File: config.mk
export PLATFORM = sky130hd
export DESIGN_NAME = tmr_rate_channel
export DESIGN_NICKNAME = d
export VERILOG_FILES = /design/src/rtl/tmr_pkg.sv /design/src/rtl/tmr_ctrl_port.sv /design/src/rtl/tmr_byte_loader.sv /design/src/rtl/tmr_count_core.sv /design/src/rtl/tmr_rate_channel.sv
export SDC_FILE = /design/constraint.sdc
export NUM_CORES = 1
export LEC_CHECK = 0
export BUFFER_PORTS_ARGS = -buffer_cell sky130_fd_sc_hd__buf_2
export CAP_MARGIN = 5
export CELL_PAD_IN_SITES_DETAIL_PLACEMENT = 1
export CELL_PAD_IN_SITES_GLOBAL_PLACEMENT = 1
export CORE_MARGIN = 4
export CORE_UTILIZATION = 50
export CTS_CLUSTER_SIZE = 12
export DETAILED_ROUTE_END_ITERATION = 8
export PLACE_DENSITY = 0.93
export SYNTH_ARGS = -nofsm -noshare
export SYNTH_HDL_FRONTEND = slang
export SYNTH_SLANG_ARGS = --single-unit
File: constraint.sdc
create_clock -name clk -period 4 [get_ports clk]
set_input_delay 0.6 -clock clk [delete_from_list [all_inputs] [get_ports clk]]
set_output_delay 0.6 -clock clk [all_outputs]
set_load 0.02 [all_outputs]
File: src/rtl/tmr_pkg.sv
package tmr_pkg;

  localparam int BYTE_W = 8;

  typedef enum logic [1:0] {
    ACC_LATCH = 2'b00,
    ACC_LO    = 2'b01,
    ACC_HI    = 2'b10,
    ACC_LOHI  = 2'b11
  } acc_e;

  typedef struct packed {
    logic [1:0] chan;
    acc_e       acc;
    logic [2:0] mode;
    logic       bcd;
  } ctl_word_t;

  // A word is usable when it targets this channel, names a byte order,
  // selects the rate generator (x10) and binary counting.
  function automatic logic word_usable(ctl_word_t w, logic [1:0] own_chan);
    return (w.chan == own_chan) && (w.acc != ACC_LATCH) &&
           (w.mode[1:0] == 2'b10) && !w.bcd;
  endfunction

endpackage

File: src/rtl/tmr_ctrl_port.sv
module tmr_ctrl_port
  import tmr_pkg::*;
#(
  parameter logic [1:0] CHAN_SEL = 2'd0
) (
  input  logic              clk,
  input  logic              rst_n,
  input  logic              ctl_we,
  input  logic [BYTE_W-1:0] wr_data,
  output logic              ctl_accept,
  output acc_e              acc_mode
);

  ctl_word_t word;
  acc_e      acc_q;

  assign word       = ctl_word_t'(wr_data);
  assign ctl_accept = ctl_we && word_usable(word, CHAN_SEL);
  assign acc_mode   = acc_q;

  always_ff @(posedge clk) begin
    if (!rst_n) acc_q <= ACC_LOHI;
    else if (ctl_accept) acc_q <= word.acc;
  end

  // a strobe with a BCD word is never accepted
  p_no_bcd_r2: assert property (@(posedge clk) disable iff (!rst_n)
    (ctl_we && wr_data[0]) |=> (acc_q == $past(acc_q)));

endmodule

File: src/rtl/tmr_byte_loader.sv
module tmr_byte_loader
  import tmr_pkg::*;
#(
  parameter int CNT_W = 2 * BYTE_W
) (
  input  logic              clk,
  input  logic              rst_n,
  input  logic              ctl_accept,
  input  acc_e              acc_mode,
  input  logic              cnt_we,
  input  logic [BYTE_W-1:0] wr_data,
  output logic              div_commit,
  output logic [CNT_W-1:0]  div_value
);

  localparam int HI_W = CNT_W - BYTE_W;

  logic              hi_next_q;
  logic [BYTE_W-1:0] low_q;
  logic              wr_live;

  function automatic logic [CNT_W-1:0] join_bytes(logic [HI_W-1:0] hi,
                                                  logic [BYTE_W-1:0] lo);
    return {hi, lo};
  endfunction

  assign wr_live = cnt_we && !ctl_accept;

  always_comb begin
    div_commit = 1'b0;
    div_value  = '0;
    if (wr_live) begin
      unique case (acc_mode)
        ACC_LO: begin
          div_commit = 1'b1;
          div_value  = join_bytes('0, wr_data);
        end
        ACC_HI: begin
          div_commit = 1'b1;
          div_value  = join_bytes(HI_W'(wr_data), '0);
        end
        ACC_LOHI: begin
          div_commit = hi_next_q;
          div_value  = join_bytes(HI_W'(wr_data), low_q);
        end
        default: div_commit = 1'b0;
      endcase
    end
  end

  always_ff @(posedge clk) begin
    if (!rst_n) begin
      hi_next_q <= 1'b0;
      low_q     <= '0;
    end else if (ctl_accept) begin
      hi_next_q <= 1'b0;
    end else if (wr_live && acc_mode == ACC_LOHI) begin
      if (!hi_next_q) low_q <= wr_data;
      hi_next_q <= !hi_next_q;
    end
  end

  // an accepted control word returns the order to the first byte
  p_order_reset_r3: assert property (@(posedge clk) disable iff (!rst_n)
    ctl_accept |=> !hi_next_q);

  // in paired order a commit is always the second of two writes
  p_pair_commit_r4: assert property (@(posedge clk) disable iff (!rst_n)
    (div_commit && acc_mode == ACC_LOHI) |=> !hi_next_q);

  // a count write in the same cycle as an accepted word commits nothing
  p_ctl_wins_r10: assert property (@(posedge clk) disable iff (!rst_n)
    (cnt_we && ctl_accept) |-> !div_commit);

endmodule

File: src/rtl/tmr_count_core.sv
module tmr_count_core #(
  parameter int CNT_W = 16
) (
  input  logic             clk,
  input  logic             rst_n,
  input  logic             tick_en,
  input  logic             stop_req,
  input  logic             load_req,
  input  logic [CNT_W-1:0] load_val,
  output logic             running,
  output logic             reload_evt,
  output logic             tmr_out
);

  localparam logic [CNT_W-1:0] ONE = CNT_W'(1);

  logic [CNT_W-1:0] cnt_q, div_q, reload_src;
  logic             run_q, at_one, tick_live;

  // Wrap-around subtraction makes a zero divisor last 2**CNT_W ticks.
  function automatic logic [CNT_W-1:0] step(logic [CNT_W-1:0] cur,
                                            logic [CNT_W-1:0] rl,
                                            logic end_of_period);
    return end_of_period ? rl : cur - ONE;
  endfunction

  assign at_one     = (cnt_q == ONE);
  assign tick_live  = run_q && tick_en && !stop_req;
  assign reload_evt = tick_live && at_one;
  assign reload_src = load_req ? load_val : div_q;
  assign running    = run_q;
  assign tmr_out    = !(run_q && at_one);

  always_ff @(posedge clk) begin
    if (!rst_n) begin
      run_q <= 1'b0;
      cnt_q <= '0;
      div_q <= '0;
    end else if (stop_req) begin
      run_q <= 1'b0;
    end else begin
      if (load_req) div_q <= load_val;
      if (!run_q && load_req) begin
        cnt_q <= load_val;
        run_q <= 1'b1;
      end else if (tick_live) begin
        cnt_q <= step(cnt_q, reload_src, at_one);
      end
    end
  end

  // an accepted control word halts counting
  p_stop_r3: assert property (@(posedge clk) disable iff (!rst_n)
    stop_req |=> !run_q);

  // the completing write starts the counter with its divisor
  p_start_r5: assert property (@(posedge clk) disable iff (!rst_n)
    (load_req && !run_q && !stop_req) |=> (run_q && cnt_q == $past(load_val)));

  // away from count 1 every tick lowers the count by one
  p_dec_r6: assert property (@(posedge clk) disable iff (!rst_n)
    (tick_live && !at_one && cnt_q != '0) |=> (cnt_q == $past(cnt_q) - ONE));

  // the count wraps from zero to all ones
  p_wrap_r7: assert property (@(posedge clk) disable iff (!rst_n)
    (tick_live && cnt_q == '0) |=> (&cnt_q));

  // no tick, no change
  p_hold_r8: assert property (@(posedge clk) disable iff (!rst_n)
    (run_q && !tick_en && !stop_req) |=> $stable(cnt_q));

  // a divisor completed on the reload tick is the one reloaded
  p_fresh_reload_r9: assert property (@(posedge clk) disable iff (!rst_n)
    (reload_evt && load_req) |=> (cnt_q == $past(load_val)));

endmodule

File: src/rtl/tmr_rate_channel.sv
module tmr_rate_channel
  import tmr_pkg::*;
#(
  parameter logic [1:0] CHAN_SEL = 2'd0,
  parameter int         BYTES    = 2
) (
  input  logic              clk,
  input  logic              rst_n,
  input  logic              tick_en,
  input  logic              ctl_we,
  input  logic              cnt_we,
  input  logic [BYTE_W-1:0] wr_data,
  output logic              tmr_out
);

  localparam int CNT_W = BYTES * BYTE_W;

  logic             ctl_accept;
  acc_e             acc_mode;
  logic             div_commit;
  logic [CNT_W-1:0] div_value;
  logic             running;
  logic             reload_evt;

  tmr_ctrl_port #(.CHAN_SEL(CHAN_SEL)) u_ctrl (
    .clk        (clk),
    .rst_n      (rst_n),
    .ctl_we     (ctl_we),
    .wr_data    (wr_data),
    .ctl_accept (ctl_accept),
    .acc_mode   (acc_mode)
  );

  tmr_byte_loader #(.CNT_W(CNT_W)) u_loader (
    .clk        (clk),
    .rst_n      (rst_n),
    .ctl_accept (ctl_accept),
    .acc_mode   (acc_mode),
    .cnt_we     (cnt_we),
    .wr_data    (wr_data),
    .div_commit (div_commit),
    .div_value  (div_value)
  );

  tmr_count_core #(.CNT_W(CNT_W)) u_core (
    .clk        (clk),
    .rst_n      (rst_n),
    .tick_en    (tick_en),
    .stop_req   (ctl_accept),
    .load_req   (div_commit),
    .load_val   (div_value),
    .running    (running),
    .reload_evt (reload_evt),
    .tmr_out    (tmr_out)
  );

  // while stopped the output is high
  p_idle_high_r1: assert property (@(posedge clk) disable iff (!rst_n)
    !running |-> tmr_out);

  // a reload always leaves the output high for a divisor above one
  p_pulse_one_tick_r6: assert property (@(posedge clk) disable iff (!rst_n)
    (reload_evt && !div_commit && !tmr_out) |=> (tmr_out || !running ||
      $past(ctl_accept)) || $past(u_core.div_q) == CNT_W'(1));

endmodule

==> results.json, run 1 <==
{
  "instances_no_fill": 381,
  "rsz0062_at_grt": "no",
  "max_freq_ghz": 0.345,
  "dieArea_sq_um": 6460,
  "postCtsSetupBuffers": 0,
  "dp_cells": 373,
  "syn_area_sq_um": 2620,
  "tritoncts": "yes",
  "hold_start": "u_core.div_q[13]",
  "path_max_fanout": 17,
  "num_io_pins": 14,
  "syn_area_per_cell_sq_um": 8.59,
  "first_iter_violations": 256,
  "wl_per_cell_um": 21.1,
  "final_max_slew_viol_count": 0,
  "finalNetCount": 329,
  "yosysSeqAreaShare_pct": 33.6,
  "routabilityCongestion": 0.906,
  "holdPathStages": 2,
  "die_x_um": 80.4,
  "status": "complete, no violations",
  "path_class": "register to register",
  "fillCellCount": 637,
  "min_to": "u_core.div_q[13]",
  "hpwl_um": 5910,
  "asyncSetResetFlopFracSynth_pct": 0,
  "ys_warn_count": 0,
  "hold_class": "register to register",
  "grt_pass1_wl_um": 13100,
  "synthFlopType": "dfxtp_1",
  "clkTransAtPathRegs_ns": 0.08,
  "tightest_slew_ns": 0.947,
  "cp-startpoint": "u_ctrl.acc_mode[0]",
  "drv_cap": 0,
  "initial_utilization_pct": 51.3,
  "yosysTopAreaCellShare_pct": 33.6,
  "antenna_found_initial": 0,
  "setup_tns_ns": 0,
  "skew_ns": 0.0104,
  "endpoint_kind": "register",
  "vias": 2528,
  "p_leak_nw": 1.07,
  "die_y_um": 80.4,
  "viasPerCell": 6.64,
  "cts.sink_count": 44,
  "yosys_register_bits": 44,
  "period_minus_slack_ns": 2.90,
  "finalSetupViolations": 0,
  "syn_inst": 305,
  "grt_max_degree": 24,
  "rows": 26,
  "vdd_drop_max_uv": 196,
  "synth_edf_count": 0,
  "synth_commonest_cells": "44 x dfxtp_1, 33 x nor2_1, 27 x nand2_1",
  "grt_pass1_vias": 2599,
  "grt_overflow": 0,
  "rr_endpoint": "u_core.cnt_q[3]",
  "cts-buffers-inserted": 5,
  "crit_path_start_kind": "register",
  "root_buffer": "clkbuf_8",
  "r2r-start": "u_ctrl.acc_mode[0]",
  "worst-endpoint-arrival_ns": 3.09,
  "synth.most_common_cell": "dfxtp_1",
  "area_growth_pct": 6.59,
  "synth_area_leaders": "dfxtp_1 34%, mux2i_1 7.3%, nor2_1 4.7%",
  "final_hold_viol_count": 0,
  "cts_hold_buf": 0,
  "relSlewSlack_pct": 36.9,
  "antennaDiodeCount": 0,
  "rr_worst_depth": 6,
  "p_per_area_nw_per_um2": 447,
  "cp.required_ns": 4.19,
  "period_share_pct": 72.4,
  "reg2reg_slack_ns": 1.10,
  "synth_area_leader_cell": "dfxtp_1",
  "grt_usage_pct": 26.3,
  "post_cts_resized": 0,
  "ant_nets": 0,
  "ctsLongestPathBuffers": 2,
  "route.detailed.drc": 0,
  "drive_above_1_share_pct": 14.1,
  "htreeDepth": 2,
  "firstDrtPassIters": 4,
  "synth_nets": 324,
  "insertion_delay_ns": 0.31,
  "wirelength_um": 8040,
  "yosysUniqueCellTypes": 70,
  "io_buffer_count": 13,
  "core_area_sq_um": 5110
}
-- registers in the layout, indices dropped and copies added (netlist names) --
| name | flops |
|---|---|
| u_loader.hi_next_q | 1 |
| u_core.running | 1 |
| u_ctrl.acc_mode | 2 |
| u_core.div_q | 16 |
| u_loader.low_q | 8 |
| u_core.cnt_q | 16 |
-- how the worst max path moves through the flow --
stage	end	slack (ns)	depth (start not counted)
6_report	u_core.cnt_q[3]	1.10	6
5_1_grt	u_core.cnt_q[3]	0.84	6
4_1_cts	u_core.cnt_q[3]	1.09	6
3_5_place_dp	u_core.cnt_q[3]	1.05	6
3_3_place_gp	u_core.cnt_q[3]	1.12	6
2_1_floorplan	u_core.cnt_q[3]	1.65	6
-- final cells by class --
class                           instances  area [sq um]  share of cell area [%]
Multi-Input combinational cell        232          1600                    57.4
Clock inverter                          3          18.8                   0.672
Clock buffer                            5          68.8                    2.47
Timing Repair Buffer                   17          95.1                    3.41
Tap cell                               70          87.6                    3.14
Sequential cell                        44           881                    31.6
Inverter                               10          37.5                    1.34
-- layout by cell type (no fill, tap or decap), types with 4 or more instances in the layout --
cell type / count
a211oi_1: 9
a21oi_1: 11
a221oi_1: 7
a22o_1: 5
a22oi_1: 4
and2_1: 6
and3_1: 5
buf_2: 13
buf_4: 4
clkbuf_8: 5
dfxtp_1: 44
ha_1: 6
inv_1: 9
mux2i_1: 19
nand2_1: 27
nand2b_1: 4
nand3_1: 9
nor2_1: 33
nor3_1: 9
o211ai_1: 6
o21ai_0: 5
o221ai_1: 4
-- worst max-delay path: stages, from the launching register on --
cell       delay, ns
dfxtp_1         0.37
ha_1            0.46
a21o_1          0.27
o311a_1         0.82
mux2i_2         0.33
a2111oi_0       0.14
a2111oi_1       0.38
-- layer usage --
layer	vias up	share of wire (%)	global-route usage (%)
li1	1162	-	-
met2	93	49	45.5
met3	27	5.1	4.60
met4	0	3.1	9.97
met1	1246	42	32.3
met5	-	0	0
-- per-stage QoR --
stage	area [sq um]	util (%)	power (mW)	worst slack [ns]	hold slack [ns]
finish	2790	54.7	1.25	1.10	0.480
global route	2790	54.7	1.31	0.838	0.496
CTS	2790	54.7	1.24	1.09	0.475
detailed placement	2700	52.9	0.949	1.05	0.461
global placement	2700	52.9	0.927	1.12	0.449
floorplan	2620	-	0.833	1.65	0.432
-- power breakdown --
part | switching (mW) | total [mW] | internal, mW | leakage, nW
combinational | 0.270 | 0.446 | 0.177 | 0.659
clock | 0.167 | 0.289 | 0.122 | 0.0479
sequential | 0.0409 | 0.513 | 0.472 | 0.359
total | 0.478 | 1.25 | 0.771 | 1.07
-- kinds of logic (layout without fill, tap and decap cells) --
| logic type | count (synthesis) | after routing | synth area share (%) |
|---|---|---|---|
| AND/OR/NAND/NOR | 117 | 117 | 23.2 |
| AO/OA/AOI/OAI | 83 | 83 | 25.0 |
| flip-flops | 44 | 44 | 33.6 |
| buffers and inverters | 29 | 35 | 5.16 |
| multiplexers | 23 | 23 | 9.08 |
| adder cells (fa/ha/maj) | 6 | 6 | 2.87 |
| XOR/XNOR | 3 | 3 | 1.00 |
No activity file was read; power rests on OpenSTA's default activity.
==> run 2: changes to the inputs <==
--- a/config.mk
+++ b/config.mk
@@ -10,10 +10,10 @@
 export CELL_PAD_IN_SITES_DETAIL_PLACEMENT = 1
 export CELL_PAD_IN_SITES_GLOBAL_PLACEMENT = 1
 export CORE_MARGIN = 4
-export CORE_UTILIZATION = 50
+export CORE_UTILIZATION = 42
 export CTS_CLUSTER_SIZE = 12
 export DETAILED_ROUTE_END_ITERATION = 8
-export PLACE_DENSITY = 0.93
+export PLACE_DENSITY = 0.84
 export SYNTH_ARGS = -nofsm -noshare
 export SYNTH_HDL_FRONTEND = slang
 export SYNTH_SLANG_ARGS = --single-unit
==> constraint.sdc (replaced) <==
create_clock -name clk -period 2.65 [get_ports clk]
set_input_delay 0.3975 -clock clk [delete_from_list [all_inputs] [get_ports clk]]
set_output_delay 0.3975 -clock clk [all_outputs]
set_load 0.02 [all_outputs]
==> run 2 against run 1 <==
Flip-flop and latch count stayed put. Clock-buffer cell count rose by 1. Register-to-register slack got worse by 0.99 ns. Core utilization down 5.2 points. Critical path depth grew 3. Global-route usage decreased by 2.8 points. Sequential share of layout area fell by 1.9 points. Routed wire length is 5.0% higher. Power rose by 58%. First-iteration DRC count down 26%. Non-clock buffer count up 20.
==> results.json, run 2 (same netlist as run 1, synthesis figures left out) <==
{
  "final_cell_mix": "44 x dfxtp_1, 32 x nor2_1, 27 x nand2_1, 24 x buf_4, 19 x mux2i_1",
  "vdd_drop_max_uv": 321,
  "status": "complete, no violations",
  "tightest_slew_ns": 0.856,
  "drive_above_1_share_pct": 19.9,
  "die_x_um": 87.0,
  "cts_hold_buf": 0,
  "num_io_pins": 14,
  "rr_endpoint": "u_core.cnt_q[10]",
  "grt_usage_pct": 23.5,
  "path_max_fanout": 9,
  "worst-endpoint-arrival_ns": 2.75,
  "ctsLongestPathBuffers": 2,
  "ant_nets": 0,
  "root_buffer": "clkbuf_8",
  "period_minus_slack_ns": 2.54,
  "comb_power_share_pct": 36.5,
  "swShare_pct": 37.3,
  "viasPerCell": 6.35,
  "finalSetupViolations": 0,
  "die_y_um": 87.0,
  "reg_top3": "u_core.cnt_q: 16 flops, u_core.div_q: 16 flops, u_loader.low_q: 8 flops",
  "cts.sink_count": 44,
  "cp.required_ns": 2.87,
  "firstDrtPassIters": 4,
  "relSlewSlack_pct": 42.6,
  "route.detailed.drc": 0,
  "area_growth_pct": 13.2,
  "r2r-start": "u_ctrl.acc_mode[0]",
  "p_per_area_nw_per_um2": 664,
  "min_to": "u_loader.low_q[3]",
  "p_int_mw": 1.23,
  "grt_pass1_vias": 2652,
  "path_class": "register to register",
  "antenna_found_initial": 0,
  "clkPwrFrac_pct": 24.0,
  "hold_class": "input port to register",
  "htreeDepth": 2,
  "setup_tns_ns": 0,
  "endpoint_kind": "register",
  "clkTransAtPathRegs_ns": 0.09,
  "finalPower_mw": 1.97,
  "reg2reg_slack_ns": 0.11,
  "hold_start": "wr_data[3]",
  "finalNetCount": 349,
  "io_buffer_count": 13,
  "grt_pass1_wl_um": 13700,
  "dieArea_sq_um": 7560,
  "cts-buffers-inserted": 5,
  "insertion_delay_ns": 0.31,
  "skew_ns": 0.00642,
  "mostFrequentLayoutCell": "dfxtp_1",
  "vias": 2579,
  "rows": 28,
  "hpwl_um": 6360,
  "rsz0062_at_grt": "no",
  "grt_max_degree": 28,
  "p_leak_nw": 1.16,
  "max_freq_ghz": 0.394,
  "grt_overflow": 0,
  "final_max_slew_viol_count": 0,
  "initial_utilization_pct": 43.7,
  "routabilityCongestion": 0.949,
  "power_frac_seq_pct": 39.4,
  "final_hold_viol_count": 0,
  "holdPathStages": 3,
  "core_area_sq_um": 5990,
  "crit_path_start_kind": "register",
  "rr_worst_depth": 9,
  "first_iter_violations": 189,
  "fillCellCount": 718,
  "switching_power_mw": 0.733,
  "antennaDiodeCount": 0,
  "drv_cap": 0,
  "period_share_pct": 95.7,
  "tritoncts": "yes",
  "wl_per_cell_um": 20.8,
  "wirelength_um": 8440
}
[run 2: worst max path at each step]
stage | startpoint | endpoint | slack, ns | depth (start not counted)
6_report | u_ctrl.acc_mode[0] | u_core.cnt_q[10] | 0.11 | 9
5_1_grt | u_ctrl.acc_mode[0] | u_core.cnt_q[2] | 0.005 | 8
4_1_cts | u_core.cnt_q[1] | tmr_out | 0.13 | 7
3_5_place_dp | wr_data[1] | u_core.cnt_q[4] | 0.13 | 7
3_3_place_gp | wr_data[1] | u_core.cnt_q[4] | 0.16 | 7
2_1_floorplan | u_ctrl.acc_mode[0] | u_core.cnt_q[4] | 0.47 | 8
[run 2: per-layer routing]
layer | wire length [um] | global-route usage, % | vias to the layer above
met3 | 504 | 5.01 | 24
met2 | 4000 | 38.2 | 88
met5 | 0 | 0 | -
met1 | 3700 | 29.9 | 1268
li1 | - | - | 1199
met4 | 242 | 10.2 | 0
[run 2: what timing repair did]
item / 4_1_cts / 5_1_grt
resized for setup: 0 / 2
buffers inserted: 0 / 0
setup endpoints to repair: 0 / 1
[run 2: critical path, cell delays in order (launching register included)]
cell and delay [ns]:
dfxtp_1 0.37, inv_1 0.09, ha_1 0.23, or3b_2 0.49, nand2b_1 0.23, buf_4 0.21, a21oi_2 0.12, buf_4 0.18
nand2_1 0.20, o31ai_1 0.33
[run 2: stage by stage]
stage | cells | worst slack (ns) | hold slack [ns] | util (%) | cell area (sq um)
final | 406 | 0.114 | 0.379 | 49.5 | 2970
after global routing | 406 | 0.00464 | 0.401 | 49.5 | 2970
after CTS | 406 | 0.129 | 0.376 | 49.4 | 2960
after detailed placement | 398 | 0.130 | 0.456 | 47.7 | 2860
after global placement | 398 | 0.158 | 0.449 | 47.7 | 2860
after floorplan | 305 | 0.468 | 0.432 | - | 2620
[run 2: power groups by stage]
stage / clock, mW / combinational, mW / sequential (mW)
after detailed placement: 0 / 0.697 / 0.788
after global placement: 0 / 0.682 / 0.784
final: 0.473 / 0.719 / 0.776
after global routing: 0.505 / 0.786 / 0.785
after floorplan: 0 / 0.494 / 0.763
after CTS: 0.474 / 0.705 / 0.774
[run 2: final cells by class]
class	count	area (sq um)	area share (%)
Clock buffer	6	82.6	2.78
Inverter	10	37.5	1.27
Sequential cell	44	881	29.7
Clock inverter	2	15.0	0.506
Tap cell	75	93.8	3.16
Multi-Input combinational cell	232	1610	54.3
Timing Repair Buffer	37	245	8.27
